File: config.mk
export PLATFORM = sky130hd
export DESIGN_NAME = ifl_filter_bank
export DESIGN_NICKNAME = d
export VERILOG_FILES = /design/src/rtl/ifl_pkg.sv /design/src/rtl/ifl_cfg_regs.sv /design/src/rtl/ifl_tick_div.sv /design/src/rtl/ifl_pin_cell.sv /design/src/rtl/ifl_filter_bank.sv
export SDC_FILE = /design/constraint.sdc
export NUM_CORES = 1
export LEC_CHECK = 0
export ABC_AREA = 1
export CORE_UTILIZATION = 35
export DETAILED_ROUTE_END_ITERATION = 12
export SLEW_MARGIN = 20
export SYNTH_ARGS = -nofsm -noshare
export SYNTH_HDL_FRONTEND = slang
export SYNTH_SLANG_ARGS = --single-unit
File: constraint.sdc
create_clock -name clk -period 3.1 [get_ports clk]
set_input_delay 0.465 -clock clk [delete_from_list [all_inputs] [get_ports clk]]
set_output_delay 0.465 -clock clk [all_outputs]
set_load 0.02 [all_outputs]
File: src/rtl/ifl_pkg.sv
package ifl_pkg;
  typedef enum logic {
    FM_GLITCH   = 1'b0,
    FM_DEBOUNCE = 1'b1
  } flt_mode_e;
endpackage

File: src/rtl/ifl_cfg_regs.sv
module ifl_cfg_regs #(
  parameter int NPINS = 32,
  parameter int DIV_W = 14
) (
  input  logic             clk,
  input  logic             rst_n,
  input  logic [NPINS-1:0] flt_on_i,
  input  logic [NPINS-1:0] flt_off_i,
  input  logic [NPINS-1:0] sel_glitch_i,
  input  logic [NPINS-1:0] sel_bounce_i,
  input  logic             div_we_i,
  input  logic [DIV_W-1:0] div_i,
  output logic [NPINS-1:0] en_o,
  output logic [NPINS-1:0] bounce_o,
  output logic [DIV_W-1:0] div_o
);
  logic [NPINS-1:0] en_q, en_d;
  logic [NPINS-1:0] bnc_q, bnc_d;
  logic [DIV_W-1:0] div_q, div_d;

  // the off mask wins over the on mask; glitch selection wins over debounce
  always_comb begin
    en_d  = (en_q | flt_on_i) & ~flt_off_i;
    bnc_d = (bnc_q | sel_bounce_i) & ~sel_glitch_i;
    div_d = div_q;
    if (div_we_i) div_d = div_i;
  end

  always_ff @(posedge clk or negedge rst_n) begin
    if (!rst_n) begin
      en_q  <= '0;
      bnc_q <= '0;
      div_q <= '0;
    end else begin
      en_q  <= en_d;
      bnc_q <= bnc_d;
      div_q <= div_d;
    end
  end

  assign en_o     = en_q;
  assign bounce_o = bnc_q;
  assign div_o    = div_q;
endmodule

File: src/rtl/ifl_tick_div.sv
module ifl_tick_div #(
  parameter int DIV_W = 14
) (
  input  logic             clk,
  input  logic             rst_n,
  input  logic             slow_tick_i,
  input  logic             restart_i,
  input  logic [DIV_W-1:0] div_i,
  output logic             stb_o,
  output logic [DIV_W-1:0] cnt_o
);
  logic [DIV_W-1:0] cnt_q, cnt_d;
  logic             wrap;

  assign wrap = (cnt_q >= div_i);

  always_comb begin
    cnt_d = cnt_q;
    if (restart_i)        cnt_d = '0;
    else if (slow_tick_i) cnt_d = wrap ? '0 : cnt_q + 1'b1;
  end

  always_ff @(posedge clk or negedge rst_n) begin
    if (!rst_n) cnt_q <= '0;
    else        cnt_q <= cnt_d;
  end

  // one strobe per DIV+1 slow ticks: half of the divided period
  assign stb_o = slow_tick_i & wrap & ~restart_i;
  assign cnt_o = cnt_q;
endmodule

File: src/rtl/ifl_pin_cell.sv
module ifl_pin_cell
  import ifl_pkg::*;
(
  input  logic      clk,
  input  logic      rst_n,
  input  logic      pin_i,
  input  logic      en_i,
  input  flt_mode_e mode_i,
  input  logic      stb_i,
  output logic      pin_o
);
  logic cand_q, cand_d;
  logic arm_q, arm_d;
  logic out_q, out_d;
  logic steady;

  assign steady = (pin_i == cand_q);

  always_comb begin
    cand_d = pin_i;
    arm_d  = arm_q;
    out_d  = out_q;
    if (!en_i) begin
      out_d = pin_i;
      arm_d = 1'b0;
    end else if (mode_i == FM_GLITCH) begin
      arm_d = 1'b0;
      if (steady) out_d = pin_i;
    end else begin
      if (!steady) begin
        arm_d = 1'b0;
      end else if (stb_i) begin
        if (arm_q) out_d = pin_i;
        arm_d = 1'b1;
      end
    end
  end

  always_ff @(posedge clk or negedge rst_n) begin
    if (!rst_n) begin
      cand_q <= 1'b0;
      arm_q  <= 1'b0;
      out_q  <= 1'b0;
    end else begin
      cand_q <= cand_d;
      arm_q  <= arm_d;
      out_q  <= out_d;
    end
  end

  assign pin_o = en_i ? out_q : pin_i;
endmodule

File: src/rtl/ifl_filter_bank.sv
module ifl_filter_bank
  import ifl_pkg::*;
#(
  parameter int NPINS = 32,
  parameter int DIV_W = 14
) (
  input  logic             clk,
  input  logic             rst_n,
  input  logic             slow_tick_i,
  input  logic [NPINS-1:0] pin_i,
  input  logic [NPINS-1:0] flt_on_i,
  input  logic [NPINS-1:0] flt_off_i,
  input  logic [NPINS-1:0] sel_glitch_i,
  input  logic [NPINS-1:0] sel_bounce_i,
  input  logic             div_we_i,
  input  logic [DIV_W-1:0] div_i,
  output logic [NPINS-1:0] pin_o
);
  logic [NPINS-1:0] en_w;
  logic [NPINS-1:0] bnc_w;
  logic [DIV_W-1:0] div_w;
  logic [DIV_W-1:0] cnt_w;
  logic             stb_w;

  ifl_cfg_regs #(.NPINS(NPINS), .DIV_W(DIV_W)) u_cfg (
    .clk          (clk),
    .rst_n        (rst_n),
    .flt_on_i     (flt_on_i),
    .flt_off_i    (flt_off_i),
    .sel_glitch_i (sel_glitch_i),
    .sel_bounce_i (sel_bounce_i),
    .div_we_i     (div_we_i),
    .div_i        (div_i),
    .en_o         (en_w),
    .bounce_o     (bnc_w),
    .div_o        (div_w)
  );

  ifl_tick_div #(.DIV_W(DIV_W)) u_div (
    .clk         (clk),
    .rst_n       (rst_n),
    .slow_tick_i (slow_tick_i),
    .restart_i   (div_we_i),
    .div_i       (div_w),
    .stb_o       (stb_w),
    .cnt_o       (cnt_w)
  );

  for (genvar g = 0; g < NPINS; g++) begin : g_pin
    ifl_pin_cell u_cell (
      .clk    (clk),
      .rst_n  (rst_n),
      .pin_i  (pin_i[g]),
      .en_i   (en_w[g]),
      .mode_i (flt_mode_e'(bnc_w[g])),
      .stb_i  (stb_w),
      .pin_o  (pin_o[g])
    );
  end
endmodule

==> run summary, run 1 <==
The synthesized cell area is 8660 um^2. The setup slack after layout is roughly 0.80 ns. The number of flops mapped to enable cells by yosys came out at 0.

After layout, the worst path uses roughly three quarters of the clock period. The worst setup path is of the in2out kind. The count of state elements after synthesis is 188. The total grt overflow is 0. The final setup violation count came out at 0.

The die is around 160 um tall. After detailed routing, the number of vias per cell comes to about 4.5. The share of the Yosys chip area taken by registers is between 50% and 60%. The largest total area in the synthesized netlist belongs to dfrtp_1. In the routed design, unresolved DRC markers number 0. The most common cell in the netlist is dfrtp_1. STA classifies the critical path endpoint as a primary output.

Once detail routing completed, the nets flagged for antenna violations numbered 0. The area share of the largest cell type after synthesis is between 50% and 60%. The count of cell types in the netlist is 27.

The total clock buffers created by CTS is 17. The Yosys warning count is 0. The number of nets produced by synthesis came out at between 1k and 1.5k. The number of setup buffers added after CTS is 0.

The final core area utilization came out at ~47%. Across the routed clock network, the largest skew measured is about 0.014 ns. The post-route setup TNS is 0 ns.

The top flip-flop cell by instance count after synthesis is dfrtp_1. The count of cells in the finished layout, fillers not included, comes to between 1k and 1.5k. The clock slew seen by the registers of the worst setup and hold paths is 0.08 ns.

The cell count after synthesis came out at between 900 and 1k. 210 I/O pins were placed. At the pin with the least slew margin, the transition time is approximately 0.66 ns.

The first global-routing pass estimated approximately 32000 um of wire. The count of instances resized after the clock tree is built came out at 0. The routability-driven placement congestion ratio is 0.763.

The floorplan has 57 rows. Dividing the detail-routed wire length by the instance count gives about 13 um. The maximum fanout count along the critical path is 4. The number of global-route vias before repair is between 6k and 7k. The half-perimeter wire length after detailed placement is roughly 13000 um. The final non-filler cell area came out at between 10000 and 15000 um^2. TritonCTS built the clock tree.

The number of hold buffers added after CTS is 0. The die area came out at about 25000 um^2. The initial core utilization is a little over a third. The number of nets in the finished design is approximately 1.3k. For this block, the routed nets add up to between 15000 and 20000 um of wire. The share of synthesized flip-flops with an asynchronous set or reset is 100%. The number of cells after detailed placement is ~1.4k. The number of hold violations in the final report came to 0. CTS placed an instance of clkbuf_16 at the clock tree root. The initial antenna violation count is 0. The flow ran to the end, and the final reports show no timing, DRC or antenna violations. 0 antenna diodes ended up in the layout. In this run, the number of DRC markers left after iteration 0 of detailed routing was 273. The max-cap check violation count came out at 0. The total power divided by cell area is slightly below 500 nW/um^2. Cells with a size suffix above 1 make up 7.87% of the layout. The number of buffers on the longest clock path came out at 2.

In the synthesized netlist, the cells that appear most often are dfrtp_1, nand2_1, nor2_1. The pre-CTS worst setup slack is 0.697 ns. The floorplan step set the die width to around 160 um.

The final max-slew violation count is 0. The count of port buffers added during placement is ~210. The total number of vias came out at approximately 6.6k. The path type of the worst min-delay path is in2async. The leakage power of the design is 5.28 nW. Clock latency on the worst-skew pair, taken at its later pin, is between 0.4 and 0.5 ns. The first-pass detailed-route iteration total is 4. The pin count of the biggest net entering global routing is between 70 and 80. The placeable core region is 24300 um^2. The data arrival time of the critical path is roughly 1.8 ns. The worst setup path is launched from an input pin. The required arrival time at the worst endpoint is 2.63 ns. In the post-synthesis netlist, the biggest area contributors are dfrtp_1, nand2_1, nor2_1. The final critical path time including I/O delays and setup came out at roughly 2.3 ns. The H-tree depth reported by CTS is 4.

Once placement finished, the instance area stood at between 10000 and 15000 um^2. The overall global routing resource usage came out at between 15 and 20%. Across the VDD grid, the largest voltage drop is between 0.2 and 0.3 mV. Static timing analysis puts the maximum clock frequency at 435 MHz. The area growth from synthesis to layout is 32.8%. The normalized max-slew margin came out at 56.3%. Setup repair after global routing left no endpoint under its margin. The synthesized area per cell is about 9.1 um^2. Clock tree synthesis found a total of ~190 sinks.
[flip-flops by register name (all words and copies together), names as in the netlist]
name / cells
g_pin.u_cell.cand_q: 32
u_cfg.en_o: 32
u_cfg.div_o: 14
u_cfg.bounce_o: 32
g_pin.u_cell.arm_q: 32
g_pin.u_cell.out_q: 32
u_div.cnt_o: 14
[logic make-up (layout without fill, tap and decap cells)]
kind of cell,Yosys count,in the layout,synth area share (%)
and+or+nand+nor,408,408,20.3
AOI/OAI and AO/OA,95,95,5.60
DFF,188,188,54.3
buffers and inverters,172,379,9.42
adders and majority gates,15,15,2.17
muxes,32,32,4.16
xor gates and xnor gates,40,40,4.04
[layer usage]
metal	vias to the layer above	routed length, um	track usage (%)
met3	17	885	4.17
met4	0	238	4.41
met5	-	0	0
met2	129	8910	25.9
li1	3415	-	-
met1	3052	8690	19.8
[power breakdown]
part	internal, mW	switching, mW
registers	2.59	0.0980
logic	0.443	0.369
clock network	1.09	1.04
total	4.12	1.51
[cell usage in the layout, fill, tap and decap left out]
master and n:
clkdlybuf4s50_1 208, dfrtp_1 188, nand2_1 156, nor2_1 134, inv_1 126, nand3_1 69, o21ai_0 45, a21oi_1 37
nand4_1 33, xnor2_1 33, mux2_2 32, clkbuf_16 17, ha_1 15, buf_4 9, nor2_2 7, xor2_1 7
o22ai_1 6, o21ai_1 6, clkinv_4 5, nand3_2 3, inv_8 3, inv_6 3, clkbuf_8 2, buf_12 2
inv_2 1, nand2_2 1, nor2_4 1, nor3_2 1, nor3_1 1, o31ai_1 1, nand2_4 1, or2_2 1
clkbuf_1 1, clkinv_8 1, clkinv_2 1
[final timing paths]
kind / start / end / slack (ns) / cells after the start
setup reg to reg: u_div.cnt_o[3] / g_pin[12].u_cell.out_q / 0.93 / 11
hold reg to reg: g_pin[0].u_cell.out_q / g_pin[0].u_cell.out_q / 0.50 / 2
hold / removal: rst_n / g_pin[1].u_cell.arm_q / 0.06 / 1
setup / recovery: pin_i[7] / pin_o[7] / 0.80 / 3
max in group asynchronous: rst_n / g_pin[17].u_cell.arm_q / 2.22 / 2
min in group clk: g_pin[0].u_cell.out_q / g_pin[0].u_cell.out_q / 0.50 / 2
[per-stage QoR]
stage	total power, mW	hold slack (ns)
after floorplan	3.15	0.169
after global placement	3.55	0.474
after detailed placement	3.56	0.478
after CTS	5.74	0.0839
after global routing	5.93	0.0995
final	5.63	0.0614
[worst max-delay path, stage by stage]
cell	delay, ns
clkdlybuf4s50_1	0.57
mux2_2	0.19
clkdlybuf4s50_1	0.61
[area by class of cell]
| type | instances | area (um^2) |
|---|---|---|
| Clock buffer | 19 | 443 |
| Inverter | 127 | 477 |
| Fill cell | 2340 | 12800 |
| Multi-Input combinational cell | 590 | 3150 |
| Tap cell | 324 | 405 |
| Sequential cell | 188 | 4700 |
| Clock inverter | 13 | 125 |
| Timing Repair Buffer | 220 | 2200 |
Power figures use the tool's default switching activity.
==> run 2: changes to the inputs <==
- clock period: 3.1 -> 2.1 ns (I/O delays scaled with it)
==> run summary, run 2 (same netlist as run 1, synthesis figures left out) <==
The switching fraction of total power is 26.9% (was 26.8%). The routed wire length came out at 19000 um (was 18700 um). The element type at the critical path start is a flip-flop (was input pin). The final setup skew is 0.0127 ns (was 0.0143 ns).

The final critical path time including I/O delays and setup came out at 2.04 ns. The final max-slew violation count is 0 (unchanged). The number of hold violations in the final report was 0 (unchanged). The first-pass detailed-route iteration total came out at 4 (unchanged). The total clock buffers created by CTS came out at 17 (unchanged).

The number of buffers on the longest clock path is 2 (unchanged). The die span in x came out at 159 um (unchanged). The maximum fanout count along the critical path came out at 4 (unchanged). The sink count of the clock tree came out at 188 (unchanged). The path type of the worst min-delay path was in2async (unchanged). The leakage power of the design came out at 5.55 nW (was 5.28 nW). The post-route setup TNS came out at 0 ns (unchanged). The placed cell area is 11200 um^2 (was 10900 um^2). The normalized max-slew margin came out at 55.8% (was 56.3%). The count of port buffers added during placement came out at 209 (unchanged).

The total grt overflow is 0 (unchanged). The final non-filler cell area was 11800 um^2 (was 11500 um^2). The initial core utilization is 35.6% (unchanged). The cell depth of the worst flop-to-flop path came out at 12 (was 11). The area growth from synthesis to layout came out at 36.3% (was 32.8%).

The routability-driven placement congestion ratio is 0.747 (was 0.763). The DRC violation count after routing is 0 (unchanged). The number of nets in the finished design is 1361 (was 1337).

The number of design-rule violations left by the first detailed-router iteration is 286 (was 273). The cell row count came out at 57 (unchanged). The share of power burned in combinational logic came to 14.4% (about the same). The required arrival time at the worst endpoint came out at 1.78 ns (was 2.63 ns). The detail-routed net length per standard cell was 12.6 um (about the same). The type of the worst setup path was reg2out (was in2out). The biggest cell delay along the critical path is 0.55 ns (was 0.61 ns). The final setup violation count was 0 (unchanged). The clock slew seen by the registers of the worst setup and hold paths came out at 0.08 ns (about the same). The placeable core region was 24300 um^2 (unchanged). The power share of the clock group is 38.9% (was 37.8%). Commonest non-fill, non-tap cells in the layout: clkdlybuf4s50_1, dfrtp_1, nand2_1, nor2_1, inv_1 (unchanged). The fraction of final layout cells sized beyond drive strength 1 came to 9.74% (was 7.87%). Static timing analysis puts the maximum clock frequency at about 490 MHz. The data arrival time of the critical path came out at 1.73 ns (was 1.84 ns).

The die extent in y came out at 159 um (unchanged). The number of top-level pins is 210 (unchanged). The total power consumption of the routed design came out at 8.50 mW (was 5.63 mW). In the finished design, the share of the clock period the worst path needs comes to a little over nine tenths. The largest voltage drop on the vdd net came out at 0.348 mV (was 0.285 mV). The overall global routing resource usage was 16.1% (was 15.5%). The design internal power is 6.21 mW (was 4.12 mW). The total number of vias is 6718 (was 6613). Result of the run: completed (unchanged). The diode insertion count for antenna repair is 0 (unchanged). The pin count of the biggest net entering global routing came out at 49 (was 78). The remaining number of nets flagged by the antenna check after routing came out at 0 (unchanged). The part of the total power dissipated in sequential elements is 46.7% (was 47.7%).

The slew at the pin closest to its max-slew limit is 0.660 ns (was 0.656 ns). The H-tree depth reported by CTS is 4 (unchanged). The CTS tree is yes (unchanged). The die area was 25400 um^2 (unchanged). The total power divided by cell area came out at 720 nW/um^2 (was 490 nW/um^2). The detailed-route vias per instance came to 4.46 (was 4.47). The cell at the root of the clock tree is clkbuf_16 (unchanged). Ordered list of cells on the worst path: mux2_2 -> clkdlybuf4s50_1 (was clkdlybuf4s50_1 -> mux2_2 -> clkdlybuf4s50_1). The initial antenna violation count was 0 (unchanged). The clock insertion delay at the later pin of the skew report is 0.44 ns (was 0.43 ns).

The most common library cell in the layout ignoring fill and taps was clkdlybuf4s50_1 (unchanged). The number of global-route vias before repair is 6782 (was 6596). The capturing element type of the critical path is a primary output (unchanged). RSZ-0062 raised after global routing: no (unchanged). The half-perimeter wire length after detailed placement came to 13800 um (was 13300 um).

The net switching power is 2.29 mW (was 1.51 mW). The slowest stage cell on the critical path is clkdlybuf4s50_1 (unchanged). The max-cap check violation count is 0 (unchanged). The global-route wire length before repair is 32800 um (was 31900 um).
==> run 2: routing by layer <==
metal	up-vias	track usage [%]	wire (um)
li1	3451	-	-
met1	3123	20.4	8570
met2	126	27.1	9240
met3	18	3.88	898
met4	0	5.38	244
met5	-	0	0
==> run 2: through the flow <==
stage	setup WS, ns	utilization, %	std cells	hold slack [ns]
after global placement	0.0965	45.9	1472	0.305
after global routing	0.00309	48.6	1505	0.376
after detailed placement	0.0710	45.9	1472	0.300
after CTS	0.000594	48.4	1505	0.374
after floorplan	0.424	-	950	0.0194
final	0.0585	48.6	1505	0.381
==> run 2: cell type report <==
cell class / instances / area, um^2
fillers: 2283 / 12500
well taps: 324 / 405
multi-input cells: 590 / 3150
flip-flops and latches: 188 / 4700
clock buffers: 17 / 425
inverters: 127 / 477
clock inverters: 15 / 173
repair buffers: 244 / 2480
==> run 2: power groups by stage <==
stage / logic, mW / clock network (mW) / registers, mW
6_report: 1.23 / 3.31 / 3.97
2_1_floorplan: 0.647 / 0 / 4.00
4_1_cts: 1.26 / 3.44 / 3.97
3_5_place_dp: 1.25 / 0 / 4.04
3_3_place_gp: 1.24 / 0 / 4.04
5_1_grt: 1.38 / 3.54 / 4.00
==> run 2: what timing repair did <==
| item | in CTS | in global routing |
|---|---|---|
| setup endpoints to repair | 3 | 26 |
| buffers inserted | 0 | 0 |
| hold buffers | 1 | 0 |
| endpoints found under the hold margin | 41 | 0 |
| gates resized for setup | 3 | 12 |
==> run 2: path summary, 6_finish.rpt <==
kind	start	to	slack, ns
min	rst_n	u_cfg.en_o[15]	0.38
min reg2reg	g_pin[0].u_cell.out_q	g_pin[0].u_cell.out_q	0.49
max	u_cfg.en_o[16]	pin_o[16]	0.06
min in group clk	sel_glitch_i[22]	u_cfg.bounce_o[22]	0.40
max in group asynchronous	rst_n	g_pin[3].u_cell.cand_q	1.09
max reg2reg	u_div.cnt_o[5]	g_pin[24].u_cell.out_q	0.22
==> run 2: critical path, delay by kind of cell (launching register included) <==
| family | cells | cell delay [ns] |
|---|---|---|
| muxes | 1 | 0.35 |
| DFF | 1 | 0.41 |
| buffers and inverters | 1 | 0.55 |
==> run 3: changes to the inputs <==
- GPL_TIMING_DRIVEN: default -> 0
- TNS_END_PERCENT: default -> 20
==> run summary, run 3 (same netlist as run 1, synthesis figures left out) <==
The detail-routed net length per standard cell is 12.6 um (about the same). The fraction of final layout cells sized beyond drive strength 1 is 15.1% (was 9.74%). The leakage power of the design is 5.58 nW (was 5.55 nW).

The worst setup path startpoint is u_div.cnt_o[13] (was u_cfg.en_o[16]). The setup slack after layout came out at 0.0942 ns (was 0.0585 ns). The net switching power came out at 2.25 mW (was 2.29 mW). The maximum fanout count along the critical path is 8 (was 4). The die extent in y was 159 um (unchanged). The diode insertion count for antenna repair came out at 0 (unchanged). The number of top-level pins was 210 (unchanged). The part of the total power dissipated in sequential elements is 46.7% (about the same). The element type at the critical path start is a flip-flop (unchanged). The H-tree depth reported by CTS is 4 (unchanged). The endpoint of the worst setup timing path is g_pin[14].u_cell.out_q (was pin_o[16]). The sink count of the clock tree is 188 (unchanged).

The pre-CTS worst setup slack is -0.111 ns (was 0.0710 ns). The path type of the worst min-delay path is in2async (unchanged). The end of the worst register-to-register path is g_pin[14].u_cell.out_q (was g_pin[24].u_cell.out_q).

The most common library cell in the layout ignoring fill and taps is dfrtp_1 (was clkdlybuf4s50_1). The initial antenna violation count came out at 0 (unchanged). The number of nets in the finished design is 1387 (was 1361). The data arrival time of the critical path came out at 2.37 ns (was 1.73 ns). The initial core utilization is 35.6% (unchanged). The design internal power is 6.25 mW (was 6.21 mW). The normalized max-slew margin is 56.6% (was 55.8%). The final period utilization was 95.5% (was 97.2%).

The final setup skew was 0.0113 ns (was 0.0127 ns). The area growth from synthesis to layout is 38.7% (was 36.3%). The total clock buffers created by CTS came to 17 (unchanged). The number of hold violations in the final report came out at 0 (unchanged). RSZ-0062 raised after global routing: yes (was no).

The die span in x came out at 159 um (unchanged). The DRC violation count after routing was 0 (unchanged). The power share of the clock group came out at 38.2% (was 38.9%). The routed wire length came to 19300 um (was 19000 um). The global-route wire length before repair was 32000 um (was 32800 um). Result of the run: completed (unchanged). The total number of vias came to 6828 (was 6718). The worst hold slack came out at 0.317 ns (was 0.381 ns). The cell depth of the worst flop-to-flop path came out at 12 (unchanged).

The largest voltage drop on the vdd net came out at 0.345 mV (was 0.348 mV). The half-perimeter wire length after detailed placement is 13600 um (was 13800 um). The cell row count came out at 57 (unchanged). The slew at the pin closest to its max-slew limit came out at 0.649 ns (was 0.660 ns). The post-route setup TNS is 0 ns (unchanged).

The number of design-rule violations left by the first detailed-router iteration came out at 259 (was 286). The routability-driven placement congestion ratio came out at 0.763 (was 0.747). The total power divided by cell area is 707 nW/um^2 (was 720 nW/um^2). The max-cap check violation count was 0 (unchanged). The switching fraction of total power is 26.4% (was 26.9%). The capturing element type of the critical path is a flip-flop (was primary output).

The fill cell instance count of the final layout is 2270 (was 2283). The die area is 25400 um^2 (unchanged). The placeable core region is 24300 um^2 (unchanged). The number of buffers on the longest clock path is 2 (unchanged). The number of global-route vias before repair came out at 6654 (was 6782). The remaining number of nets flagged by the antenna check after routing is 0 (unchanged). The detailed-route vias per instance is 4.46 (about the same). The total grt overflow came out at 0 (unchanged). The final non-filler cell area was 12000 um^2 (was 11800 um^2). The clock insertion delay at the later pin of the skew report is 0.43 ns (was 0.44 ns). The cell at the root of the clock tree is clkbuf_16 (unchanged). The pin count of the biggest net entering global routing came out at 81 (was 49). The type of the worst setup path was reg2reg (was reg2out). The share of power burned in combinational logic is 15.1% (was 14.4%). The count of port buffers added during placement came out at 209 (unchanged). The clock slew seen by the registers of the worst setup and hold paths is 0.08 ns (about the same). The placed cell area is 11200 um^2 (about the same).

The CTS tree is yes (unchanged). The final setup violation count came out at 0 (unchanged). The final critical path time including I/O delays and setup is 2.01 ns (was 2.04 ns). The overall global routing resource usage came out at 15.6% (was 16.1%). The final max-slew violation count is 0 (unchanged). The critical register-to-register path startpoint is u_div.cnt_o[13] (was u_div.cnt_o[5]). The first-pass detailed-route iteration total is 4 (unchanged).

The peak clock frequency supported by timing is 499 MHz (was 490 MHz). Commonest non-fill, non-tap cells in the layout: dfrtp_1, clkdlybuf4s50_1, nand2_1, nor2_1, inv_1 (was clkdlybuf4s50_1, dfrtp_1, nand2_1, nor2_1, inv_1). The required arrival time at the worst endpoint is 2.46 ns (was 1.78 ns). The setup slack of the most critical reg-to-reg path came out at 0.09 ns (was 0.22 ns).
==> run 3: cell types whose count changed in the layout (fill, tap and decap cells not counted), sizes merged, moves of 3 or more <==
cell           delta
buf              +47
clkbuf            +6
clkdlybuf4s50    -18
dlygate4sd2       +3
dlymetal6s2s     -11
==> run 3: what timing repair did <==
item / CTS / global route
gates resized for setup: 32 / 23
endpoints found under the hold margin: 29 / 0
hold buffers: 1 / 0
buffers inserted: 0 / 10
endpoints found under the setup margin: 32 / 62
cloned: 0 / 3
pin swaps: 0 / 12
==> run 3: routing by layer <==
metal | GRT usage (%) | share of wire [%] | routed length, um | vias to the layer above
li1 | - | - | - | 3505
met1 | 19.7 | 46 | 8900 | 3180
met2 | 26.6 | 49 | 9360 | 129
met3 | 3.59 | 4.2 | 818 | 14
met4 | 4.33 | 0.97 | 186 | 0
met5 | 0 | 0 | 0 | -
==> run 3: power groups by stage <==
stage	Sequential [mW]	Combinational (mW)	Clock, mW
finish	3.97	1.28	3.25
global route	4.00	1.44	3.52
CTS	3.97	1.29	3.37
detailed placement	4.04	1.31	0
global placement	4.05	1.28	0
floorplan	4.00	0.647	0
==> run 3: final cells by class <==
type	instances	area [um^2]	share of cell area, %
timing repair buffer	225	2240	18.6
tap	324	405	3.37
sequential	188	4710	39.2
clock inverter	14	145	1.21
buffer	45	350	2.92
multi-input combinational	590	3250	27.0
clock buffer	18	439	3.66
inverter	127	477	3.97
==> run 3: per-stage QoR <==
stage / utilization (%) / total power, mW / std cells
after CTS: 48.3 / 8.63 / 1518
after floorplan: - / 4.64 / 950
after global placement: 45.9 / 5.32 / 1483
after global routing: 49.4 / 8.95 / 1531
after detailed placement: 46.1 / 5.35 / 1485
final: 49.4 / 8.50 / 1531
==> run 3: worst max-delay path, cell delays in order (launching register included) <==
cell	delay, ns
dfrtp_1	0.43
ha_4	0.29
nand2_1	0.06
inv_2	0.07
nand3_1	0.07
nor2_1	0.19
nor2_4	0.08
nand3_4	0.23
clkbuf_16	0.21
nand4_1	0.10
nand2_1	0.09
nand2_1	0.05
nand2_1	0.06
==> run 3: how the worst min path moves through the flow <==
| stage | from | to | slack, ns | cells past startpoint |
|---|---|---|---|---|
| 6_report | rst_n | g_pin[15].u_cell.out_q | 0.32 | 2 |
| 4_1_cts | rst_n | g_pin[15].u_cell.out_q | 0.30 | 2 |
| 3_5_place_dp | rst_n | g_pin[15].u_cell.out_q | 0.18 | 1 |
| 2_1_floorplan | rst_n | g_pin[0].u_cell.arm_q | 0.02 | 0 |
| 5_1_grt | rst_n | g_pin[15].u_cell.out_q | 0.32 | 2 |
| 3_3_place_gp | g_pin[0].u_cell.out_q | g_pin[0].u_cell.out_q | 0.47 | 2 |
